[src/rtl/ptc_pkg.sv]
package ptc_pkg;
   typedef enum logic [1:0] {
      SEQ_IDLE = 2'd0,
      SEQ_TRIG = 2'd1,
      SEQ_PER  = 2'd2
   } seq_e;

   typedef struct packed {
      logic narrow;
      logic periodic;
      logic en;
   } cfg_t;

   localparam int BIT_EN     = 0;
   localparam int BIT_PER    = 1;
   localparam int BIT_NARROW = 2;
   localparam int BIT_VSET   = 3;
   localparam int BIT_STAT   = 4;

   localparam int ADR_CFG = 0;
   localparam int ADR_CMP = 1;
   localparam int ADR_CNT = 2;
endpackage

[src/rtl/ptc_write_seq.sv]
module ptc_write_seq
   import ptc_pkg::*;
(
   input  logic clk,
   input  logic rst_n,
   input  logic cfg_wr,
   input  logic cfg_per_nxt,
   input  logic cfg_vset,
   input  logic periodic,
   input  logic cmp_wr,
   output logic ld_trig,
   output logic ld_per
);
   seq_e state;

   always_ff @(posedge clk) begin
      if (!rst_n) begin
         state <= SEQ_IDLE;
      end else if (cfg_wr) begin
         if (!cfg_per_nxt)
            state <= SEQ_IDLE;
         else if (cfg_vset)
            state <= SEQ_TRIG;
      end else if (!periodic) begin
         state <= SEQ_IDLE;
      end else if (cmp_wr) begin
         case (state)
            SEQ_TRIG: state <= SEQ_PER;
            default:  state <= SEQ_IDLE;
         endcase
      end
   end

   assign ld_trig = cmp_wr && (state != SEQ_PER);
   assign ld_per  = cmp_wr && (state != SEQ_TRIG);


   seq_needs_periodic_chk: assert property (@(posedge clk) disable iff (!rst_n)
      (state != SEQ_IDLE) |-> periodic);


   seq_ends_chk: assert property (@(posedge clk) disable iff (!rst_n)
      (state == SEQ_PER && cmp_wr && !cfg_wr) |=> (state == SEQ_IDLE));
endmodule

[src/rtl/ptc_match.sv]
module ptc_match #(
   parameter int CNT_W      = 64,
   parameter int NARROW_W   = 32,
   parameter bit HAS_NARROW = 1'b1
) (
   input  logic             narrow,
   input  logic [CNT_W-1:0] cmp,
   input  logic [CNT_W-1:0] per,
   input  logic [CNT_W-1:0] cnt,
   output logic [CNT_W-1:0] mask,
   output logic [CNT_W-1:0] cmp_next,
   output logic             hit
);
   generate
      if (HAS_NARROW) begin : g_narrow
         if (NARROW_W >= CNT_W || NARROW_W < 1) begin : g_bad
            $error("ptc_match: NARROW_W must lie in 1..CNT_W-1");
         end
         localparam int HI_W = CNT_W - NARROW_W;
         assign mask = narrow ? {{HI_W{1'b0}}, {NARROW_W{1'b1}}} : {CNT_W{1'b1}};
      end else begin : g_wide
         assign mask = {CNT_W{1'b1}};
      end
   endgenerate

   assign hit      = ((cmp ^ cnt) & mask) == '0;
   assign cmp_next = (cmp + per) & mask;
endmodule

[src/rtl/ptc_channel.sv]
module ptc_channel
   import ptc_pkg::*;
#(
   parameter int CNT_W      = 64,
   parameter int NARROW_W   = 32,
   parameter bit HAS_NARROW = 1'b1,
   parameter int ADDR_W     = 2
) (
   input  logic              clk,
   input  logic              rst_n,
   input  logic              bus_wr,
   input  logic [ADDR_W-1:0] bus_addr,
   input  logic [CNT_W-1:0]  bus_wdata,
   output logic [CNT_W-1:0]  bus_rdata,
   input  logic [CNT_W-1:0]  main_cnt,
   output logic              irq
);
   localparam int CFG_RD_W = BIT_STAT + 1;

   generate
      if (ADDR_W < 2) begin : g_bad_addr
         $error("ptc_channel: ADDR_W must be at least 2");
      end
      if (CNT_W <= CFG_RD_W) begin : g_bad_cnt
         $error("ptc_channel: CNT_W too small for the configuration word");
      end
   endgenerate

   cfg_t             cfg;
   logic             stat;
   logic [CNT_W-1:0] cmp;
   logic [CNT_W-1:0] per;
   logic [CNT_W-1:0] mask;
   logic [CNT_W-1:0] cmp_next;
   logic             hit;
   logic             ld_trig;
   logic             ld_per;

   logic cfg_wr;
   logic cmp_wr;
   assign cfg_wr = bus_wr && (bus_addr == ADDR_W'(ADR_CFG));
   assign cmp_wr = bus_wr && (bus_addr == ADDR_W'(ADR_CMP));

   ptc_write_seq u_seq (
      .clk         (clk),
      .rst_n       (rst_n),
      .cfg_wr      (cfg_wr),
      .cfg_per_nxt (bus_wdata[BIT_PER]),
      .cfg_vset    (bus_wdata[BIT_VSET]),
      .periodic    (cfg.periodic),
      .cmp_wr      (cmp_wr),
      .ld_trig     (ld_trig),
      .ld_per      (ld_per)
   );

   ptc_match #(
      .CNT_W      (CNT_W),
      .NARROW_W   (NARROW_W),
      .HAS_NARROW (HAS_NARROW)
   ) u_match (
      .narrow   (cfg.narrow),
      .cmp      (cmp),
      .per      (per),
      .cnt      (main_cnt),
      .mask     (mask),
      .cmp_next (cmp_next),
      .hit      (hit)
   );

   always_ff @(posedge clk) begin
      if (!rst_n) begin
         cfg <= '0;
      end else if (cfg_wr) begin
         cfg.en       <= bus_wdata[BIT_EN];
         cfg.periodic <= bus_wdata[BIT_PER];
         cfg.narrow   <= HAS_NARROW ? bus_wdata[BIT_NARROW] : 1'b0;
      end
   end

   always_ff @(posedge clk) begin
      if (!rst_n)
         cmp <= '1;
      else if (ld_trig)
         cmp <= bus_wdata & mask;
      else if (cfg.periodic && hit)
         cmp <= cmp_next;
   end

   always_ff @(posedge clk) begin
      if (!rst_n)
         per <= '0;
      else if (ld_per)
         per <= bus_wdata & mask;
   end

   always_ff @(posedge clk) begin
      if (!rst_n)
         stat <= 1'b0;
      else if (hit)
         stat <= 1'b1;
      else if (cfg_wr && bus_wdata[BIT_STAT])
         stat <= 1'b0;
   end

   assign irq = stat && cfg.en;

   always_comb begin
      case (bus_addr)
         ADDR_W'(ADR_CFG): bus_rdata = {{(CNT_W-CFG_RD_W){1'b0}}, stat, 1'b0, cfg};
         ADDR_W'(ADR_CMP): bus_rdata = cmp;
         ADDR_W'(ADR_CNT): bus_rdata = main_cnt;
         default:          bus_rdata = '0;
      endcase
   end


   oneshot_hold_chk: assert property (@(posedge clk) disable iff (!rst_n)
      (!cfg.periodic && !ld_trig) |=> $stable(cmp));


   reload_sum_chk: assert property (@(posedge clk) disable iff (!rst_n)
      (cfg.periodic && hit && !ld_trig) |=>
         (cmp == (($past(cmp) + $past(per)) & $past(mask))));


   period_only_chk: assert property (@(posedge clk) disable iff (!rst_n)
      (ld_per && !ld_trig && !hit) |=> $stable(cmp));


   stat_sticky_chk: assert property (@(posedge clk) disable iff (!rst_n)
      (stat && !(cfg_wr && bus_wdata[BIT_STAT])) |=> stat);


   match_irq_chk: assert property (@(posedge clk) disable iff (!rst_n)
      (hit && cfg.en && !cfg_wr) |=> irq);
endmodule

[config.mk]
export PLATFORM = sky130hd
export DESIGN_NAME = ptc_channel
export DESIGN_NICKNAME = d
export VERILOG_FILES = /design/src/rtl/ptc_pkg.sv /design/src/rtl/ptc_write_seq.sv /design/src/rtl/ptc_match.sv /design/src/rtl/ptc_channel.sv
export SDC_FILE = /design/constraint.sdc
export NUM_CORES = 1
export LEC_CHECK = 0
export CORE_MARGIN = 2
export CORE_UTILIZATION = 45
export DETAILED_ROUTE_END_ITERATION = 6
export PLACE_DENSITY_LB_ADDON = 0.08
export SETUP_SLACK_MARGIN = 0.2
export SYNTH_ARGS = -nofsm -noshare
export SYNTH_HDL_FRONTEND = slang
export SYNTH_SLANG_ARGS = --single-unit
[constraint.sdc]
create_clock -name clk -period 2.7 [get_ports clk]
set_clock_uncertainty 0.05 [all_clocks]
set_input_delay 0.81 -clock clk [delete_from_list [all_inputs] [get_ports clk]]
set_output_delay 0.81 -clock clk [all_outputs]
set_load 0.01 [all_outputs]
==> results of run 1 <==
layer usage:
layer	vias up	track usage (%)	wire (um)
met1	6221	46.1	20100
met2	554	57.6	22300
met4	0	15.9	1960
met3	134	6.79	2950
li1	6035	-	-
met5	-	0	0
worst min-delay path by stage:
| stage | startpoint | end | slack, ps |
|---|---|---|---|
| finish | per[58] | per[58] | 420 |
| global route | per[36] | per[36] | 440 |
| CTS | per[59] | per[59] | 420 |
| detailed placement | per[59] | per[59] | 410 |
| global placement | per[15] | per[15] | 400 |
| floorplan | per[59] | per[59] | 400 |
layout by cell type, fill, tap and decap left out, types with 18 or more instances in the layout:
cell type	instances
nor2b_1	20
nand2_1	225
dfxtp_1	116
a21o_1	32
a22o_1	59
nor2_1	55
o21ai_0	52
a21boi_0	51
o21ai_1	33
nand2b_1	19
nand4_1	28
nand3_1	29
clkdlybuf4s50_1	66
clkbuf_16	20
a21oi_1	90
o211ai_1	22
buf_12	27
xnor2_1	24
ha_1	48
and2_1	22
xor2_1	35
buf_4	247
dfxtp_2	18
xnor2_2	33
buf_2	88
buf_6	70
registers in the layout, summed over array words and instances (netlist names):
| register | cells |
|---|---|
| per | 64 |
| cmp | 64 |
| u_seq.state | 2 |
| stat | 1 |
| cfg | 3 |
power breakdown:
part           leakage (nW)  internal (mW)  switching, mW  total [mW]
Sequential             1.09           2.06         0.0756        2.13
Clock                 0.303           1.51           1.08        2.59
Combinational          6.50           1.86           1.83        3.69
critical path: stages (launching register included):
cell	delay, ps
dfxtp_2	340
ha_4	160
fa_2	390
a211oi_2	250
o211ai_1	180
a31oi_2	250
nand2_1	130
a31oi_4	220
o21ai_4	100
buf_6	140
nand4_1	210
nand3_2	190
xnor2_2	190
o2111ai_2	120
metrics by stage:
stage	instance area, um^2	instances
global route	17900	2214
finish	17900	2214
global placement	15100	2097
CTS	16600	2174
detailed placement	15100	2097
floorplan	11000	1417
logic make-up after synthesis:
logic type | Yosys count | synth area share (%)
adder cells (fa/ha/maj) | 64 | 7.57
flip-flops | 134 | 25.1
buffers and inverters | 117 | 4.38
AO/OA/AOI/OAI | 478 | 30.4
XOR/XNOR | 121 | 9.93
multiplexers | 12 | 1.12
AND/OR/NAND/NOR | 491 | 21.4
cell type report:
| cell class | instances | area [um^2] | area share, % |
|---|---|---|---|
| Tap cell | 319 | 399 | 2.23 |
| Clock buffer | 18 | 439 | 2.46 |
| Inverter | 17 | 63.8 | 0.357 |
| Multi-Input combinational cell | 1166 | 9120 | 51.0 |
| Clock inverter | 14 | 191 | 1.07 |
| Timing Repair Buffer | 543 | 4950 | 27.7 |
| Antenna cell | 3 | 7.51 | 0.0420 |
| Sequential cell | 134 | 2710 | 15.1 |
repair_timing:
item / CTS / global route
pin swaps: 72 / 103
endpoints found under the setup margin: 140 / 128
buffers inserted: 35 / 34
resized for setup: 606 / 237
gates cloned: 10 / 3
==> metrics.cfg, run 1 <==
[outcome]
status = complete, but fails checks
violations = negative setup slack

[floorplanning]
io_pins = 198
coreArea_um2 = 23400
rows = 56
die_area_um2 = 25000
die_x_um = 158
die_h_um = 158
initial_utilization_pct = 45.6

[drt]
vias = 12944
ant_nets = 0
wl_per_cell_um = 21.3
first_pass_iters = 5
route.final.wire_length_mm = 47.3
viasPerCell = 5.85
drtIter0Drc = 980
route.detailed.drc = 0

[clocking]
cts.htree.levels = 4
insertion_delay_ps = 440
clock-sinks = 134
cts_tree = built
path_clk_slew_ps = 70
clockRootBuffer = clkbuf_16
numCtsBuffers = 17
clk_path_buf_depth = 2
cts_hold_buf = 0

[synth]
synth_seq_cells = 134
syn-num-nets = 1614
synth_top_area_cell = dfxtp_1
synth-warning-count = 0
synth_top_area_share_pct = 25.1
async_flop_share_pct = 0
synth_commonest_cells = nand2_1 (239), dfxtp_1 (134), a21oi_1 (115), o21ai_0 (88), clkbuf_1 (79)
synth_edf_count = 0
synth_flop_cell = dfxtp_1
synth.most_common_cell = nand2_1
avgSynthCellArea_um2 = 7.54
synthTopCellsByArea = dfxtp_1 (25%), nand2_1 (8.4%), ha_1 (7.4%), a21oi_1 (5.4%), xnor2_1 (5.2%)
syn_area_um2 = 10700
ys_seq_area_share_pct = 25.1
syn_inst = 1417
synth_cell_type_count = 65

[hold_path]
hp-class = flip-flop to flip-flop
holdPathStages = 2

[worst_setup_path]
path_class = flip-flop to flip-flop
rr_worst_depth = 13
worstPathRequired_ps = 2960
cp-start-kind = flip-flop
setup.worst_path.start = cmp[0]
r2r_end = cmp[52]
r2r_slack_ps = -340
cp_max_fo = 3
arrival_ps = 3300
endpoint = cmp[52]
r2r_start = cmp[0]
endpoint_kind = flip-flop

[placed_design]
place_congestion = 0.964
post-place-ws_ps = -842
hpwlAfterDp_mm = 33.1
port_buffers = 197

[grt]
grt_first_pass_wirelength_mm = 68.0
grt_overflow = 0
grtUsageTotal_pct = 35.6
antenna_found_initial = 3
grt_max_degree = 39
grt_pass1_vias = 12295

[power_and_ir_drop]
power_density_nw_per_um2 = 471
p_total_mw = 8.41
leakage_nw = 7.89
peakVddDrop_v = 0.000346

[layout]
nets = 2076
n_fill_cell = 1746
areaGrowthSynthToFinish_pct = 67.4
finalCoreUtilization_pct = 76.4
layout-drive-gt1-share_pct = 38.4

[timing]
max_slew.worst_pin.slew_ps = 600
fin_crit_ps = 3040
slew_headroom_pct = 59.6
finalSetupTns_ps = -10420
slew_viol_final = 0
hold_viol = 0
setup_viol = 84
hold_ws_ps = 421
rsz0062_at_grt = yes
timing.final.ws_setup_ps = -343
fmax_ghz = 0.329
fin_crit_sh_pct = 113

[run]
drv_cap = 0

Power figures use the tool's default switching activity.
==> run 2: changes to the inputs <==
CORE_UTILIZATION = 35   (was 45)
==> run 2 against run 1 <==
Against the previous run:
- clock-buffer cell count up 3
- register-to-register slack worse by 20 ps
- highest routed layer unchanged
- sequential cell count unchanged
- routed wire length up 1.9%
- sequential power about the same
- global-route usage down 6.3 points
- worst hold slack better by 1.5 ps
- worst setup slack worse by 18 ps
- critical path depth unchanged
- the run still ends with negative setup slack left
==> metrics.cfg, run 2 (synthesis results as in run 1) <==
[clocking]
path_clk_slew_ps = 60
clock-sinks = 134
clk_path_buf_depth = 2
clockRootBuffer = clkbuf_16
cts_tree = built
cts.htree.levels = 4
insertion_delay_ps = 450
numCtsBuffers = 17
cts_hold_buf = 0

[floorplanning]
io_pins = 198
die_area_um2 = 31900
coreArea_um2 = 29900
die_x_um = 179
rows = 63
die_h_um = 179
initial_utilization_pct = 35.7

[worst_setup_path]
arrival_ps = 3330
cp_top_family = compound AO/OA/AOI/OAI gates
path_cells = ha_4 > fa_2 > a211oi_2 > o211ai_1 > a31oi_2 > nand2_1 > a31oi_4 > o21ai_4 > buf_6 > nand4_1 > nand3_2 > xnor2_2 > o2111ai_1
path_class = flip-flop to flip-flop
worst_path_largest_cell_delay_ps = 360
cp_slowest_cell = fa_2
endpoint_kind = flip-flop
path_buf_inv = 1
worstPathRequired_ps = 2970
cp_max_fo = 3
cp-start-kind = flip-flop

[layout]
stdcell_area_um2 = 18200
nets = 2098
final_cell_mix = buf_4 (268), nand2_1 (222), dfxtp_1 (108)
layout-drive-gt1-share_pct = 40.2
instances_no_fill = 2304
areaGrowthSynthToFinish_pct = 70.3
reg_top3 = cmp: 64 flops, per: 64 flops, cfg: 3 flops
final_common_cell = buf_4
diodes = 0

[hold_path]
hp-class = flip-flop to flip-flop

[grt]
grt_overflow = 0
grt_max_degree = 35
antenna_found_initial = 0
grt_first_pass_wirelength_mm = 71.4
grtUsageTotal_pct = 29.3
grt_pass1_vias = 12316

[timing]
slew_headroom_pct = 60.7
hold_viol = 0
rsz0062_at_grt = yes
fin_crit_ps = 3060
slew_viol_final = 0
fin_crit_sh_pct = 113
max_slew.worst_pin.slew_ps = 582
fmax_ghz = 0.327
hold_ws_ps = 422
setup_viol = 85
timing.final.ws_setup_ps = -361

[drt]
drtIter0Drc = 961
vias = 12719
route.final.wire_length_mm = 48.2
first_pass_iters = 5
ant_nets = 0
viasPerCell = 5.52
wl_per_cell_um = 20.9
route.detailed.drc = 0

[power_and_ir_drop]
power_density_nw_per_um2 = 458
peakVddDrop_v = 0.000476
seqPwrFrac_pct = 25.7
leakage_nw = 8.01
switching_share_pct = 34.8
p_int_mw = 5.42
combinationalPowerShare_pct = 45.0
p_sw_mw = 2.90
pwr-share-clk_pct = 29.3

[placed_design]
dp_cells = 2185
port_buffers = 197
placed_area_um2 = 15200
place_congestion = 0.915
hpwlAfterDp_mm = 34.0

[outcome]
violations = negative setup slack
status = complete, but fails checks

[run]
drv_cap = 0

[run 2: worst register-to-register path: stages, from the launching register on]
cell	delay [ps]
dfxtp_2	340
ha_4	160
fa_2	360
a211oi_2	220
o211ai_1	200
a31oi_2	330
nand2_1	150
a31oi_4	190
o21ai_4	90
buf_6	150
nand4_1	170
nand3_2	180
xnor2_2	240
o2111ai_1	120
[run 2: metrics by stage]
| step | setup WS [ps] | util [%] | power [mW] | setup TNS (ps) |
|---|---|---|---|---|
| 2_1_floorplan | -73.1 | - | 3.74 | -117 |
| 3_3_place_gp | -967 | 50.9 | 5.13 | -107990 |
| 3_5_place_dp | -953 | 50.9 | 5.14 | -111930 |
| 4_1_cts | -315 | 58.0 | 8.02 | -7450 |
| 5_1_grt | -433 | 60.9 | 8.67 | -14550 |
| 6_report | -361 | 60.9 | 8.32 | -9580 |
[run 2: final timing paths]
path	slack, ps	endpoint	depth (start not counted)	start
setup / recovery	-360	cmp[52]	13	cmp[0]
hold reg to reg	420	per[41]	2	per[41]
setup reg to reg	-360	cmp[52]	13	cmp[0]
hold / removal	420	per[41]	2	per[41]
[run 2: layout make-up]
type	instances	area [um^2]
tap	390	488
timing repair buffer	565	5190
fill	2611	11700
clock buffer	21	470
multi-input combinational	1166	9130
inverter	17	63.8
clock inverter	11	123
sequential	134	2720
[run 2: layer usage]
| metal | vias up | share of wire, % | GRT usage, % |
|---|---|---|---|
| li1 | 6084 | - | - |
| met1 | 6192 | 46 | 40.2 |
| met2 | 377 | 48 | 48.9 |
| met3 | 66 | 4.8 | 3.94 |
| met4 | 0 | 1.9 | 6.61 |
| met5 | - | 0 | 0 |
[run 2: power by group through the flow]
| stage | registers, mW | clock network [mW] | logic (mW) |
|---|---|---|---|
| global placement | 2.16 | 0 | 2.97 |
| finish | 2.14 | 2.44 | 3.74 |
| CTS | 2.13 | 2.47 | 3.42 |
| global route | 2.14 | 2.55 | 3.98 |
| detailed placement | 2.17 | 0 | 2.97 |
| floorplan | 2.16 | 0 | 1.58 |
[run 2: repair_timing]
action / 4_1_cts / 5_1_grt
endpoints found under the setup margin: 169 / 153
gates cloned: 15 / 5
gates resized for setup: 707 / 156
pin swaps: 143 / 99
setup buffers: 45 / 22
